$ cat src/rtl/lsamp_pkg.sv
package lsamp_pkg;
    localparam int LV_ONE   = 0;
    localparam int LV_ZERO  = 1;
    localparam int LV_NULL  = 2;
    localparam int LV_COUNT = 3;

    typedef enum logic [1:0] {
        ST_ARMED     = 2'd0,
        ST_LOCK_ONE  = 2'd1,
        ST_LOCK_ZERO = 2'd2
    } lsamp_state_e;
endpackage

$ cat src/rtl/lsamp_strobe.sv
module lsamp_strobe #(
    parameter int DIV_W = 3
) (
    input  logic clk,
    input  logic clr,
    input  logic tick,
    input  logic slow,
    output logic strobe
);
    localparam logic [DIV_W-1:0] LAST = '1;

    logic [DIV_W-1:0] cnt_q;

    always_ff @(posedge clk) begin
        if (clr) begin
            cnt_q <= '0;
        end else if (tick && slow) begin
            cnt_q <= cnt_q + 1'b1;
        end
    end

    assign strobe = tick && !clr && (!slow || (cnt_q == LAST));
endmodule

$ cat src/rtl/lsamp_shreg.sv
module lsamp_shreg #(
    parameter int WIN = 10
) (
    input  logic           clk,
    input  logic           clr,
    input  logic           shift,
    input  logic           din,
    output logic [WIN-1:0] nxt
);
    logic [WIN-1:0] win_q;

    assign nxt = {win_q[WIN-2:0], din};

    always_ff @(posedge clk) begin
        if (clr) begin
            win_q <= '0;
        end else if (shift) begin
            win_q <= nxt;
        end
    end
endmodule

$ cat src/rtl/lsamp_qual.sv
module lsamp_qual #(
    parameter int WIN = 10,
    parameter int RUN = 3
) (
    input  logic [WIN-1:0] one_w,
    input  logic [WIN-1:0] zero_w,
    input  logic [WIN-1:0] null_w,
    output logic           one_ok,
    output logic           zero_ok,
    output logic           gap_ok
);
    localparam int HALF = WIN / 2;

    function automatic logic has_run(input logic [WIN-1:0] v, input int lo, input int hi);
        logic found;
        found = 1'b0;
        for (int k = lo; k <= hi - RUN + 1; k++) begin
            logic all_set;
            all_set = 1'b1;
            for (int j = 0; j < RUN; j++) begin
                all_set = all_set & v[k + j];
            end
            found = found | all_set;
        end
        return found;
    endfunction

    logic null_low;

    assign null_low = |null_w[HALF-1:0];
    assign one_ok   = has_run(one_w, HALF, WIN - 1) && null_low;
    assign zero_ok  = has_run(zero_w, HALF, WIN - 1) && null_low;
    assign gap_ok   = has_run(null_w, HALF, WIN - 1) && has_run(null_w, 0, HALF - 1);
endmodule

$ cat src/rtl/line_sampler.sv
module line_sampler
    import lsamp_pkg::*;
#(
    parameter int WIN   = 10,
    parameter int RUN   = 3,
    parameter int DIV_W = 3
) (
    input  logic clk,
    input  logic rst,
    input  logic time_tick,
    input  logic low_speed,
    input  logic cmp_one,
    input  logic cmp_zero,
    output logic bit_valid,
    output logic bit_value,
    output logic null_valid
);
    logic                mode_q;
    logic                clr;
    logic                strobe;
    logic [LV_COUNT-1:0] samp;
    logic [WIN-1:0]      win_n [LV_COUNT];
    logic                one_ok, zero_ok, gap_ok;
    lsamp_state_e        state_q, state_d;
    logic                emit_bit, emit_val;

    always_ff @(posedge clk) begin
        mode_q <= low_speed;
    end

    assign clr = rst || (low_speed != mode_q);

    lsamp_strobe #(.DIV_W(DIV_W)) u_strobe (
        .clk    (clk),
        .clr    (clr),
        .tick   (time_tick),
        .slow   (low_speed),
        .strobe (strobe)
    );

    always_comb begin
        samp          = '0;
        samp[LV_ONE]  = cmp_one & ~cmp_zero;
        samp[LV_ZERO] = cmp_zero & ~cmp_one;
        samp[LV_NULL] = ~cmp_one & ~cmp_zero;
    end

    for (genvar g = 0; g < LV_COUNT; g++) begin : g_level
        lsamp_shreg #(.WIN(WIN)) u_sr (
            .clk   (clk),
            .clr   (clr),
            .shift (strobe),
            .din   (samp[g]),
            .nxt   (win_n[g])
        );
    end

    lsamp_qual #(.WIN(WIN), .RUN(RUN)) u_qual (
        .one_w   (win_n[LV_ONE]),
        .zero_w  (win_n[LV_ZERO]),
        .null_w  (win_n[LV_NULL]),
        .one_ok  (one_ok),
        .zero_ok (zero_ok),
        .gap_ok  (gap_ok)
    );

    // next-state and emit decision
    always_comb begin
        state_d  = state_q;
        emit_bit = 1'b0;
        emit_val = 1'b0;
        unique case (state_q)
            ST_ARMED: begin
                if (one_ok) begin
                    state_d  = ST_LOCK_ONE;
                    emit_bit = 1'b1;
                    emit_val = 1'b1;
                end else if (zero_ok) begin
                    state_d  = ST_LOCK_ZERO;
                    emit_bit = 1'b1;
                end
            end
            ST_LOCK_ONE: begin
                if (zero_ok) begin
                    state_d  = ST_LOCK_ZERO;
                    emit_bit = 1'b1;
                end else if (!one_ok) begin
                    state_d = ST_ARMED;
                end
            end
            ST_LOCK_ZERO: begin
                if (one_ok) begin
                    state_d  = ST_LOCK_ONE;
                    emit_bit = 1'b1;
                    emit_val = 1'b1;
                end else if (!zero_ok) begin
                    state_d = ST_ARMED;
                end
            end
            default: state_d = ST_ARMED;
        endcase
    end

    // state register
    always_ff @(posedge clk) begin
        if (clr) begin
            state_q <= ST_ARMED;
        end else if (strobe) begin
            state_q <= state_d;
        end
    end

    // registered outputs
    always_ff @(posedge clk) begin
        if (clr) begin
            bit_valid  <= 1'b0;
            bit_value  <= 1'b0;
            null_valid <= 1'b0;
        end else begin
            bit_valid  <= strobe && emit_bit;
            bit_value  <= strobe && emit_bit && emit_val;
            null_valid <= strobe && gap_ok;
        end
    end
endmodule

$ cat config.mk
export PLATFORM = sky130hd
export DESIGN_NAME = line_sampler
export DESIGN_NICKNAME = d
export VERILOG_FILES = /design/src/rtl/lsamp_pkg.sv /design/src/rtl/lsamp_strobe.sv /design/src/rtl/lsamp_shreg.sv /design/src/rtl/lsamp_qual.sv /design/src/rtl/line_sampler.sv
export SDC_FILE = /design/constraint.sdc
export NUM_CORES = 1
export LEC_CHECK = 0
export ABC_AREA = 1
export CAP_MARGIN = 20
export CORE_MARGIN = 2
export CORE_UTILIZATION = 50
export CTS_BUF_LIST = sky130_fd_sc_hd__clkbuf_4 sky130_fd_sc_hd__clkbuf_8
export DETAILED_ROUTE_END_ITERATION = 10
export DONT_BUFFER_PORTS = 1
export PLACE_DENSITY = 0.63
export SLEW_MARGIN = 20
export SYNTH_ARGS = -nofsm -noshare
export SYNTH_HDL_FRONTEND = slang
export SYNTH_SLANG_ARGS = --single-unit
$ cat constraint.sdc
create_clock -name clk -period 3.4 [get_ports clk]
set_input_delay 0.51 -clock clk [delete_from_list [all_inputs] [get_ports clk]]
set_output_delay 0.51 -clock clk [all_outputs]
set_load 0.1 [all_outputs]
# --- Word-level counts from Yosys, hierarchy flattened ---
# Index checks and enable logic that the tools add are counted.
word_totals:
  regBits: 36
  word_cells: 83
classes:
  n_bitwise: 37
  reduce_logical: 17
  mux: 12
  eq_ne: 7
  addsub: 1
ops:
  columns: ["operator", "n"]
  rows:
  - ["$and 1x1->1", 27]
  - ["$mux 2", 6]
  - ["$logic_and 1x1->1", 9]
  - ["$ne 3x3->1 const B", 3]
  - ["$or 1x1->1", 8]
  - ["$pmux 2 s3", 1]
  - ["$reduce_or 5->1", 1]
  - ["$mux 1", 4]
  - ["$reduce_and 4->1", 1]
  - ["$add 3x1->3 const B", 1]
  - ["$eq 3x3->1 const B", 1]
  - ["$pmux 1 s3", 1]
  - ["$eq 2x1->1 const B", 1]
  - ["$eq 2x2->1 const B", 1]
  - ["$logic_not 1->1", 2]
  - ["$logic_not 2->1", 1]
  - ["$logic_or 1x1->1", 2]
  - ["$not 1->1", 2]
  - ["$reduce_or 2->1", 1]
  - ["$ne 1x1->1", 1]

# --- Logic depth before layout (Yosys ltp) ---
# Gate-level depths: netlist (run 1).
logic_depth:
  ltp_word: 10
  depth_mapped: 10

# --- Hierarchy ---
# From an unflattened synthesis (run 1), not the netlist that was laid out.
hier_totals:
  cells_unflattened: 283
  area_unflattened_um2: 1786.7
modules_own_cells:
  columns: ["module", "cells_per_inst", "instances", "seq_area_each_um2", "area_each_um2"]
  rows:
  - ["lsamp_shreg", 58, 3, 180.2, 389.1]
  - ["line_sampler", 49, 1, 120.1, 310.3]
  - ["lsamp_strobe", 24, 1, 60.1, 162.7]
  - ["lsamp_qual", 36, 1, 0.0, 146.4]

# --- Least setup slack after synthesis (run 1) ---
# Ideal clock, no wire load.
synth_path:
  kind: "reg-to-reg"
  start: "register u_strobe.cnt_q[0]"
  end: "register state_q[0]"
  required_ps: 3285
  path_stages_with_launch: 10
  t_arrival_ps: 1441
  slack_ps: 1844
  path_cell_list: "dfxtp_1 ha_1 ha_1 o21ai_4 inv_4 nand2_4 buf_8 nor2_8 a21oi_1 nor2_1"
synth_between:
  elab_chain_cells: 4
synth_rtl:
  columns: ["item", "line", "rtl"]
  rows:
  - ["start, declared", "lsamp_strobe.sv:12", "logic [DIV_W-1:0] cnt_q;"]
  - ["start signal, assigned", "lsamp_strobe.sv:18", "cnt_q <= cnt_q + 1'b1;"]
  - ["$eq 3x3->1", "lsamp_strobe.sv:22", "assign strobe = tick && !clr && (!slow || (cnt_q == LAST));"]
  - ["$logic_or 1x1->1", "lsamp_strobe.sv:22", null]
  - ["$logic_and 1x1->1", "lsamp_strobe.sv:22", null]
  - ["$reduce_and 4->1 (no line)", null, null]
  - ["end signal, assigned", "line_sampler.sv:109", "state_q <= state_d;"]
  - ["end, declared", "line_sampler.sv:24", "lsamp_state_e state_q, state_d;"]
# No other way between the ends.
# A chain may end at the register's enable or synchronous reset.

# --- Final worst setup path (run 1) ---
layout_path:
  start: "register u_strobe.cnt_q[0]"
  end: "register g_level[2].u_sr.win_q[8]"
layout_between:
  elab_chain_cells: 3
layout_rtl:
  columns: ["item", "line", "rtl"]
  rows:
  - ["$eq 3x3->1", "lsamp_strobe.sv:22", null]
  - ["$logic_or 1x1->1", "lsamp_strobe.sv:22", null]
  - ["$logic_and 1x1->1", "lsamp_strobe.sv:22", null]
  - ["end signal, assigned", "lsamp_shreg.sv:18", "win_q <= nxt;"]
  - ["end, declared", "lsamp_shreg.sv:10", "logic [WIN-1:0] win_q;"]
# No other way between the ends.

==> flow_summary.toml, run 1 <==
[outcome]
run_status = "finished, final reports clean"

[clock_tree]
clk_pin_slew_worst_paths_ps = 100
clkLatencyLatePin_ps = 340
cts_buffer_depth = 2
cts_sinks = 36
cts_buffers = 5
cts_max_level = 2
cts_resized = 0
cts_setup_buffers = 0
holdBufCountCts = 0
cts_tree = "built"
root_buffer = "clkbuf_4"

[routing]
routed_wl_um = 2769
routedWlPerCell_um = 12.31
first_iter_violations = 103
drc = 0
drt-pass1-iter-count = 4
antenna_left = 0
via_per_inst = 5.364
num_vias = 1207

[sta]
fin_skew_ps = 11.08
setup_viol = 0
grt_setup_unrepaired = "no"
layout_setup_ws_ps = 1344
fin_crit_sh_pct = 60.48
finalSetupTns_ps = 0
slew_viol_final = 0
worstMarginPinSlew_ps = 927.0
maxSlewHeadroom_pct = 38.11
max_freq_ghz = 0.4863
period_minus_slack_ps = 2056
finalHoldViolCount = 0

[global_routing]
overflow = 0
grt_pass1_vias = 1161
grt_pass1_wl_um = 4850
antenna_found_initial = 0
grtUsageTotal_pct = 18.66
grt_max_degree = 23

[floorplan]
start_util_pct = 51.60
dieArea_um2 = 3533
ios = 9
placementRows = 20
die_h_um = 59.44
core_area_um2 = 2978
fp.dieW_um = 59.44

[synth]
syn-num-nets = 200
syn_area_per_cell_um2 = 8.002
yosysSeqAreaShare_pct = 46.91
synth.distinct_cells = 25
syn_area_um2 = 1536
netlist_instances = 192
ys_warn_count = 0
ys_ff_latch = 36

[power_and_ir_drop]
p_clk_share_pct = 34.2
intPower_uw = 560.8
comb_power_share_pct = 6.5
switching_share_pct = 23.80
seqPwrFrac_pct = 59.3
power.leakage_uw = 0.0006139
p_sw_uw = 175.2
power.total_uw = 736.0
irDropWorstVdd_mv = 0.2488
power.density_nw_per_um2 = 462.1

[job]
maxCapViolations = 0

[layout]
layout_commonest_cell = "dfxtp_1"
nNetsFinal = 200
final_util_pct = 53.49
instances_no_fill = 225
antenna_cells = 0
area_delta_synth_final_pct = 3.665
drive_gt1_share_pct = 11.46
fillers = 289
mostFrequentLayoutCells = "36 x dfxtp_1, 29 x nor2_1, 25 x nand2_1"

[setup_path]
cp-end-kind = "register"
path_max_fanout = 19
cp.required_ps = 3610
crit_arrival_ps = 2260
r2r-start = "u_strobe.cnt_q[0]"
critPathKind = "reg2reg"
start_kind = "register"
r2r_cells = 8
cp-startpoint = "u_strobe.cnt_q[0]"
rr_endpoint = "g_level[2].u_sr.win_q[8]"
r2r_setup_slack_ps = 1340

[min_path]
min_to = "mode_q"
hold_depth = 0
hold_start = "low_speed"
hold_path.class = "in2reg"

[placed_design]
place_ws_ps = 1354
dpl.cell_count = 218
dp_hpwl_um = 1996
gp_congestion = 0.8278
io_buffers = 0
==> kinds of logic after synthesis <==
logic type	count (synthesis)	share of synthesized area (%)
AND/OR/NAND/NOR	79	23.94
AO/OA/AOI/OAI	46	18.41
adder cells (fa/ha/maj)	2	1.628
XOR/XNOR	1	0.5701
buffers and inverters	28	8.550
flip-flops	36	46.91
==> layer usage <==
| layer | track usage [%] | vias up | wire [µm] |
|---|---|---|---|
| met5 | 0 | - | 0 |
| met3 | 5.895 | 6 | 101 |
| met2 | 29.67 | 17 | 1405 |
| met1 | 22.15 | 558 | 1234 |
| met4 | 10.39 | 0 | 29 |
| li1 | - | 626 | - |
==> metrics by stage <==
step,hold WS [ps],area [µm²]
finish,191.0,1593
CTS,176.5,1593
global placement,452.3,1528
floorplan,440.7,1536
global route,159.6,1593
detailed placement,464.2,1528
==> how the worst max path moves through the flow <==
stage | cells past startpoint | slack [ps] | end
3_3_place_gp | 8 | 1410 | g_level[2].u_sr.win_q[8]
4_1_cts | 8 | 1340 | g_level[2].u_sr.win_q[8]
6_report | 8 | 1340 | g_level[2].u_sr.win_q[8]
3_5_place_dp | 7 | 1350 | g_level[2].u_sr.win_q[8]
2_1_floorplan | 9 | 1840 | state_q[0]
5_1_grt | 8 | 1190 | g_level[0].u_sr.win_q[6]
==> power by group through the flow <==
stage,clock network (µW),registers (µW),logic [µW]
3_3_place_gp,0,445,46.5
3_5_place_dp,0,446,48.0
6_report,252,436,47.7
5_1_grt,280,438,54.9
4_1_cts,262,436,48.1
2_1_floorplan,0,444,42.9
==> state kept, by name (all words and copies together) (netlist names) <==
register	cells
bit_valid	1
bit_value	1
g_level.u_sr.win_q	27
mode_q	1
null_valid	1
state_q	2
u_strobe.cnt_q	3
==> Yosys cell counts <==
master    number  area share [%]
buf_2          4             1.3
inv_4          1            0.41
o21ai_4        1             1.1
inv_2          2            0.49
nand2_1       25             6.1
dfxtp_1       36              47
o211ai_1       1            0.49
a21oi_1       20             6.5
ha_1           2             1.6
o21ai_0       18             5.9
nor3_4         1             1.1
a31oi_1        1            0.41
clkbuf_1       1            0.24
nand3_1       19             6.2
nor2_2         1            0.41
nor2_1        29             7.1
a211oi_2       5             4.1
nor3_2         1            0.65
nand2_2        1            0.41
inv_1         18             4.4
xor2_1         1            0.57
buf_8          1            0.98
nand2_4        1            0.73
buf_6          1            0.73
nor2_8         1             1.3
==> critical path, cell delays in order (launching register included) <==
cell and delay [ps]:
dfxtp_1 340, ha_1 200, ha_1 210, o21ai_4 450, inv_4 170, nand2_4 200, inv_2 150, nor2_1 150
a211oi_2 50
==> final cells by class <==
class / instances / area, µm² / area share [%]
sequential: 36 / 720.7 / 45.25
multi-input combinational: 128 / 684.4 / 42.97
inverter: 21 / 81.33 / 5.106
clock buffer: 7 / 65.06 / 4.085
tap: 33 / 41.29 / 2.592
(Power assumes the default switching activity.)
==> inputs of run 2 (changes only) <==
==> constraint.sdc (replaced) <==
create_clock -name clk -period 2.1 [get_ports clk]
set_input_delay 0.315 -clock clk [delete_from_list [all_inputs] [get_ports clk]]
set_output_delay 0.315 -clock clk [all_outputs]
set_load 0.1 [all_outputs]
==> run 2 against run 1 <==
  * Count of clock-buffer cells in the layout is 1 lower
  * Power rose by 60%
  * Final cell count rose by 3.1%
  * Largest power group unchanged
  * Register-to-register slack worse by 930 ps
==> flow_summary.toml, run 2 (synthesis gave the netlist of run 1 again) <==
[routing]
drc = 0
num_vias = 1245
via_per_inst = 5.366
dr.max_layer_used = "met4"
routedLengthMet1_um = 1280
first_iter_violations = 77
wl_met3_um = 132
routed_wl_um = 2802
drt-pass1-iter-count = 4
met2WireLength_um = 1354
routedWlPerCell_um = 12.08
antenna_left = 0

[setup_path]
cp-end-kind = "register"
r2r-start = "u_strobe.cnt_q[0]"
cp.required_ps = 2320
path_cells = "ha_1 > ha_1 > o21ai_4 > inv_4 > nand2_4 > inv_2 > nor2_1 > a211oi_2"
crit_end = "g_level[0].u_sr.win_q[2]"
path_max_fanout = 17
rr_endpoint = "g_level[0].u_sr.win_q[2]"
r2r_setup_slack_ps = 410
crit_top_cell = "ha_1"
cp-startpoint = "u_strobe.cnt_q[0]"
start_kind = "register"
critPathKind = "reg2reg"
crit_slowest_cell = "dfxtp_1"
crit_arrival_ps = 1900
r2r_cells = 8
cpPeakStageDelay_ps = 330

[clock_tree]
cts_resized = 0
cts_buffers = 5
clk_pin_slew_worst_paths_ps = 110
cts_max_level = 2
root_buffer = "clkbuf_4"
clkLatencyLatePin_ps = 340
cts_tree = "built"
cts_setup_buffers = 0
cts_sinks = 36
cts_buffer_depth = 2

[placed_design]
gp_congestion = 0.7801
dpl_cell_area_um2 = 1565
io_buffers = 0
dp_hpwl_um = 1961

[global_routing]
grt_max_degree = 21
grt_pass1_wl_um = 4740
grt_pass1_vias = 1121
overflow = 0
grtUsageTotal_pct = 18.14
antenna_found_initial = 0

[power_and_ir_drop]
switching_share_pct = 24.93
seqPwrFrac_pct = 60.2
irDropWorstVdd_mv = 0.4388
intPower_uw = 881.5
p_clk_share_pct = 32.8
power.leakage_uw = 0.0006447
comb_power_share_pct = 7.0
power.density_nw_per_um2 = 717.5
p_sw_uw = 292.7

[layout]
drive_gt1_share_pct = 14.07
reg_top3 = "g_level.u_sr.win_q: 27 flops, u_strobe.cnt_q: 3 flops, state_q: 2 flops"
area_delta_synth_final_pct = 6.515
final_util_pct = 54.96
largest_register_ffs = 27
largest-register = "g_level.u_sr.win_q"
stdcell_area_um2 = 1637
mostFrequentLayoutCells = "36 x dfxtp_1, 29 x nor2_1, 25 x nand2_1"
layout_commonest_cell = "dfxtp_1"
nNetsFinal = 206
fillers = 287
antenna_cells = 0

[sta]
grt_setup_unrepaired = "no"
finalSetupTns_ps = 0
worstMarginPinSlew_ps = 498.9
max_freq_ghz = 0.5934
period_minus_slack_ps = 1685
maxSlewHeadroom_pct = 66.71
setup_viol = 0
fin_skew_ps = 9.656
slew_viol_final = 0
fin_crit_sh_pct = 80.24
finalHoldViolCount = 0

[job]
maxCapViolations = 0

[min_path]
hold_path.class = "in2reg"

[floorplan]
dieArea_um2 = 3533
core_area_um2 = 2978
placementRows = 20
fp.dieW_um = 59.44
die_h_um = 59.44
ios = 9
start_util_pct = 51.60

[outcome]
run_status = "finished, final reports clean"
run 2: cell count changes in the layout (fill, tap and decap cells not counted), sizes merged:
cell	delta
buf	+5
dlygate4sd3	+1
clkinv	+2
clkbuf	-1
run 2: worst max-delay path: cells and delay by family (launching register included):
| family | cells | cell delay, ps |
|---|---|---|
| DFF | 1 | 330 |
| buffers and inverters | 2 | 270 |
| adders and majority gates | 2 | 410 |
| AOI/OAI and AO/OA | 2 | 230 |
| and+or+nand+nor | 2 | 340 |
run 2: area by class of cell:
type	count	area, µm²	share of cell area, %
well taps	33	41.29	2.523
clock buffers	6	51.30	3.135
repair buffers	6	47.55	2.905
multi-input cells	128	684.4	41.82
inverters	21	81.33	4.969
flip-flops and latches	36	720.7	44.04
clock inverters	2	10.01	0.6116
run 2: what timing repair did:
item,in CTS,in global routing
endpoints found under the hold margin,1,0
hold buffers,1,0
setup endpoints to repair,0,0
run 2: worst min-delay path by stage:
stage | cells after the start | slack, ps | to | from
after floorplan | 0 | 340 | mode_q | low_speed
after global placement | 0 | 340 | mode_q | low_speed
after detailed placement | 0 | 340 | mode_q | low_speed
after CTS | 2 | 120 | g_level[1].u_sr.win_q[0] | cmp_zero
after global routing | 2 | 120 | g_level[1].u_sr.win_q[0] | cmp_zero
final | 2 | 130 | g_level[1].u_sr.win_q[0] | cmp_zero
run 2: metal layers:
metal | vias up | global-route usage, %
li1 | 639 | -
met1 | 582 | 20.60
met2 | 19 | 30.77
met3 | 5 | 6.114
met4 | 0 | 7.792
met5 | - | 0
run 2: metrics by stage:
step,std cells,total power [µW],hold WS [ps],setup WS (ps)
after floorplan,192,788.8,342.7,544.3
after global placement,223,799.7,342.9,475.0
after detailed placement,223,803.2,342.9,409.4
after CTS,232,1184,123.4,395.1
after global routing,232,1222,124.2,283.6
final,232,1174,133.3,414.9
run 2: power by group through the flow:
| stage | registers, µW | clock network (µW) | logic, µW |
|---|---|---|---|
| after floorplan | 719 | 0 | 69.4 |
| after global placement | 721 | 0 | 78.6 |
| final | 706 | 385 | 82.7 |
| after detailed placement | 722 | 0 | 81.5 |
| after global routing | 708 | 419 | 94.6 |
| after CTS | 706 | 394 | 83.5 |
==> inputs of run 3 (changes only) <==
--- a/config.mk
+++ b/config.mk
@@ -5,7 +5,7 @@
 export SDC_FILE = /design/constraint.sdc
 export NUM_CORES = 1
 export LEC_CHECK = 0
-export ABC_AREA = 1
+export ABC_AREA = 0
 export CAP_MARGIN = 20
 export CORE_MARGIN = 2
 export CORE_UTILIZATION = 50
==> constraint.sdc (replaced) <==
create_clock -name clk -period 1.65 [get_ports clk]
set_input_delay 0.2475 -clock clk [delete_from_list [all_inputs] [get_ports clk]]
set_output_delay 0.2475 -clock clk [all_outputs]
set_load 0.1 [all_outputs]
==> run 3 against run 2 <==
  * Power grew 16%
  * Clock skew about the same
  * Non-clock buffer count is 4 higher
  * Count of clock-buffer cells in the layout is 1 lower
  * Clock power up 4%
  * Highest routed layer unchanged
  * Sequential power rose by 24%
  * Via count down 8.4%
  * Wire length shrank 10%
  * Flip-flop and latch count unchanged
  * Fmax increased by 5.0%
  * Critical path depth is 2 lower
  * Synthesized cell count is 9.4% lower
==> flow_summary.toml, run 3 <==
[setup_path]
crit_arrival_ps = 1860
start_kind = "register"
crit_top_cell = "ha_1"
cp.required_ps = 1900
cpPeakStageDelay_ps = 420
rr_endpoint = "state_q[0]"
cp-end-kind = "register"
r2r_setup_slack_ps = 40
path_cells = "ha_1 > ha_1 > nand2b_2 > a2111oi_1 > a41oi_1 > o41ai_2"
r2r-start = "u_strobe.cnt_q[0]"
path_max_fanout = 4
critPathKind = "reg2reg"
crit_slowest_cell = "a2111oi_1"
r2r_cells = 6

[synth]
syn_area_um2 = 1413
synth_flop_cell = "dfxtp_1"
syn-num-nets = 182
netlist_instances = 174
synth.distinct_cells = 30
yosysMostFrequentCell = "nand2_1"
synth_top_family_by_area = "simple AND/OR/NAND/NOR gates"
synth.area.top_cells = "dfxtp_1 51%, nand2_1 16%, a21oi_1 11%"
synthXorXnorAreaFrac_pct = 1.240
synthSimpleGateAreaFrac_pct = 25.42
synth_edf_count = 0
synth_compound_area_share_pct = 16.21
syn_area_per_cell_um2 = 8.118
yosysSeqAreaShare_pct = 51.02
synth_mux_area_share_pct = 0.7972
ys_warn_count = 0
synthAdderAreaFrac_pct = 1.771
synth_top_area_cell = "dfxtp_1"
netlist.area_leader.share_pct = 51.02
ys_ff_latch = 36
ys_top_cells_by_count = "62 x nand2_1, 36 x dfxtp_1, 31 x a21oi_1"
postSynth.asyncResetShare_pct = 0

[clock_tree]
cts_tree = "built"
cts_buffer_depth = 2
clkLatencyLatePin_ps = 340
root_buffer = "clkbuf_4"
cts_sinks = 36
clk_pin_slew_worst_paths_ps = 100
cts_buffers = 5
cts_max_level = 2

[routing]
routed_wl_um = 2523
antenna_left = 0
routedWlPerCell_um = 12.07
via_per_inst = 5.455
num_vias = 1140
drc = 0
drt-pass1-iter-count = 4
first_iter_violations = 57

[layout]
area_delta_synth_final_pct = 9.920
largest_register_ffs = 27
mostFrequentLayoutCells = "61 x nand2_1, 36 x dfxtp_1, 31 x a21oi_1"
reg_top3 = "g_level.u_sr.win_q: 27 flops, u_strobe.cnt_q: 3 flops, state_q: 2 flops"
layout_commonest_cell = "nand2_1"
instances_no_fill = 209
nNetsFinal = 188
drive_gt1_share_pct = 11.80
largest-register = "g_level.u_sr.win_q"
antenna_cells = 0
stdcell_area_um2 = 1553

[min_path]
hold_start = "time_tick"
hold_depth = 2
hold_path.class = "in2reg"
min_to = "u_strobe.cnt_q[2]"

[placed_design]
io_buffers = 0
dpl.cell_count = 203
gp_congestion = 0.8204
place_ws_ps = 29.61
dp_hpwl_um = 1705
dpl_cell_area_um2 = 1485

[sta]
fin_crit_sh_pct = 97.29
period_minus_slack_ps = 1605
finalHoldViolCount = 0
worstMarginPinSlew_ps = 341.3
finalSetupTns_ps = 0
max_freq_ghz = 0.6229
setup_viol = 0
grt_setup_unrepaired = "yes"
worst_hold_slack_ps = 53.59
fin_skew_ps = 9.331
layout_setup_ws_ps = 44.69
slew_viol_final = 0
maxSlewHeadroom_pct = 77.19

[floorplan]
ios = 9
core_area_um2 = 2710
fp.dieW_um = 57.15
placementRows = 19
start_util_pct = 52.12
dieArea_um2 = 3266
die_h_um = 57.15

[power_and_ir_drop]
comb_power_share_pct = 6.1
intPower_uw = 1044
p_clk_share_pct = 29.6
p_sw_uw = 315.6
power.density_nw_per_um2 = 875.9
power.leakage_uw = 0.0005168
switching_share_pct = 23.21
irDropWorstVdd_mv = 0.7936
seqPwrFrac_pct = 64.3

[global_routing]
grtUsageTotal_pct = 17.33
overflow = 0
antenna_found_initial = 0
grt_pass1_vias = 1009
grt_pass1_wl_um = 4347
grt_max_degree = 33

[outcome]
run_status = "finished, final reports clean"

[job]
maxCapViolations = 0
==> run 3: repair_timing <==
action                                  in CTS  in global routing
gates resized for setup                      1                  5
endpoints found under the hold margin        1                  0
endpoints found under the setup margin       1                 13
pin swaps                                    0                  1
hold buffers                                 1                  0
buffers inserted                             0                  0
==> run 3: cells by family (layout without fill, tap and decap cells) <==
logic type	Yosys count	count (layout)
AND/OR/NAND/NOR	81	81
AO/OA/AOI/OAI	40	40
flip-flops	36	36
buffers and inverters	12	16
adder cells (fa/ha/maj)	2	2
XOR/XNOR	2	2
multiplexers	1	1
==> run 3: how the worst max path moves through the flow <==
stage	slack, ps	from	to
global placement	100	g_level[2].u_sr.win_q[2]	state_q[0]
finish	40	u_strobe.cnt_q[0]	state_q[0]
floorplan	60	u_strobe.cnt_q[0]	g_level[0].u_sr.win_q[1]
detailed placement	30	u_strobe.cnt_q[0]	g_level[0].u_sr.win_q[8]
global route	-20	u_strobe.cnt_q[0]	state_q[0]
CTS	60	u_strobe.cnt_q[0]	state_q[0]
==> run 3: worst max-delay path: cells and delay by family, from the launching register on <==
kind                     cells  cell delay [ps]
AO/OA/AOI/OAI                3              610
flip-flops                   1              340
adder cells (fa/ha/maj)      2              360
AND/OR/NAND/NOR              1              220
==> run 3: stage by stage <==
step | utilization [%] | total power (µW)
2_1_floorplan | - | 948.6
3_5_place_dp | 54.80 | 971.7
5_1_grt | 57.29 | 1421
4_1_cts | 56.65 | 1374
3_3_place_gp | 54.80 | 970.6
6_report | 57.29 | 1360
==> run 3: power groups by stage <==
stage / logic (µW) / registers [µW] / clock network [µW]
floorplan: 54.4 / 894 / 0
CTS: 79.8 / 875 / 419
detailed placement: 76.9 / 895 / 0
global placement: 76.0 / 895 / 0
global route: 91.9 / 876 / 454
finish: 83.3 / 874 / 402
==> run 3: layer usage <==
metal  GRT usage (%)  up-vias  part of all wire, %
met4           8.970        0                 0.87
met2           25.12       26                   46
met1           22.30      514                   48
li1                -      596                    -
met3           6.803        4                  5.0
met5               0        -                    0
==> run 3: cell type report <==
class	instances	area, µm²
sequential	36	720.7
clock buffer	5	37.54
timing repair buffer	10	90.09
multi-input combinational	126	661.9
inverter	1	3.754
fill	239	1157
tap	31	38.79
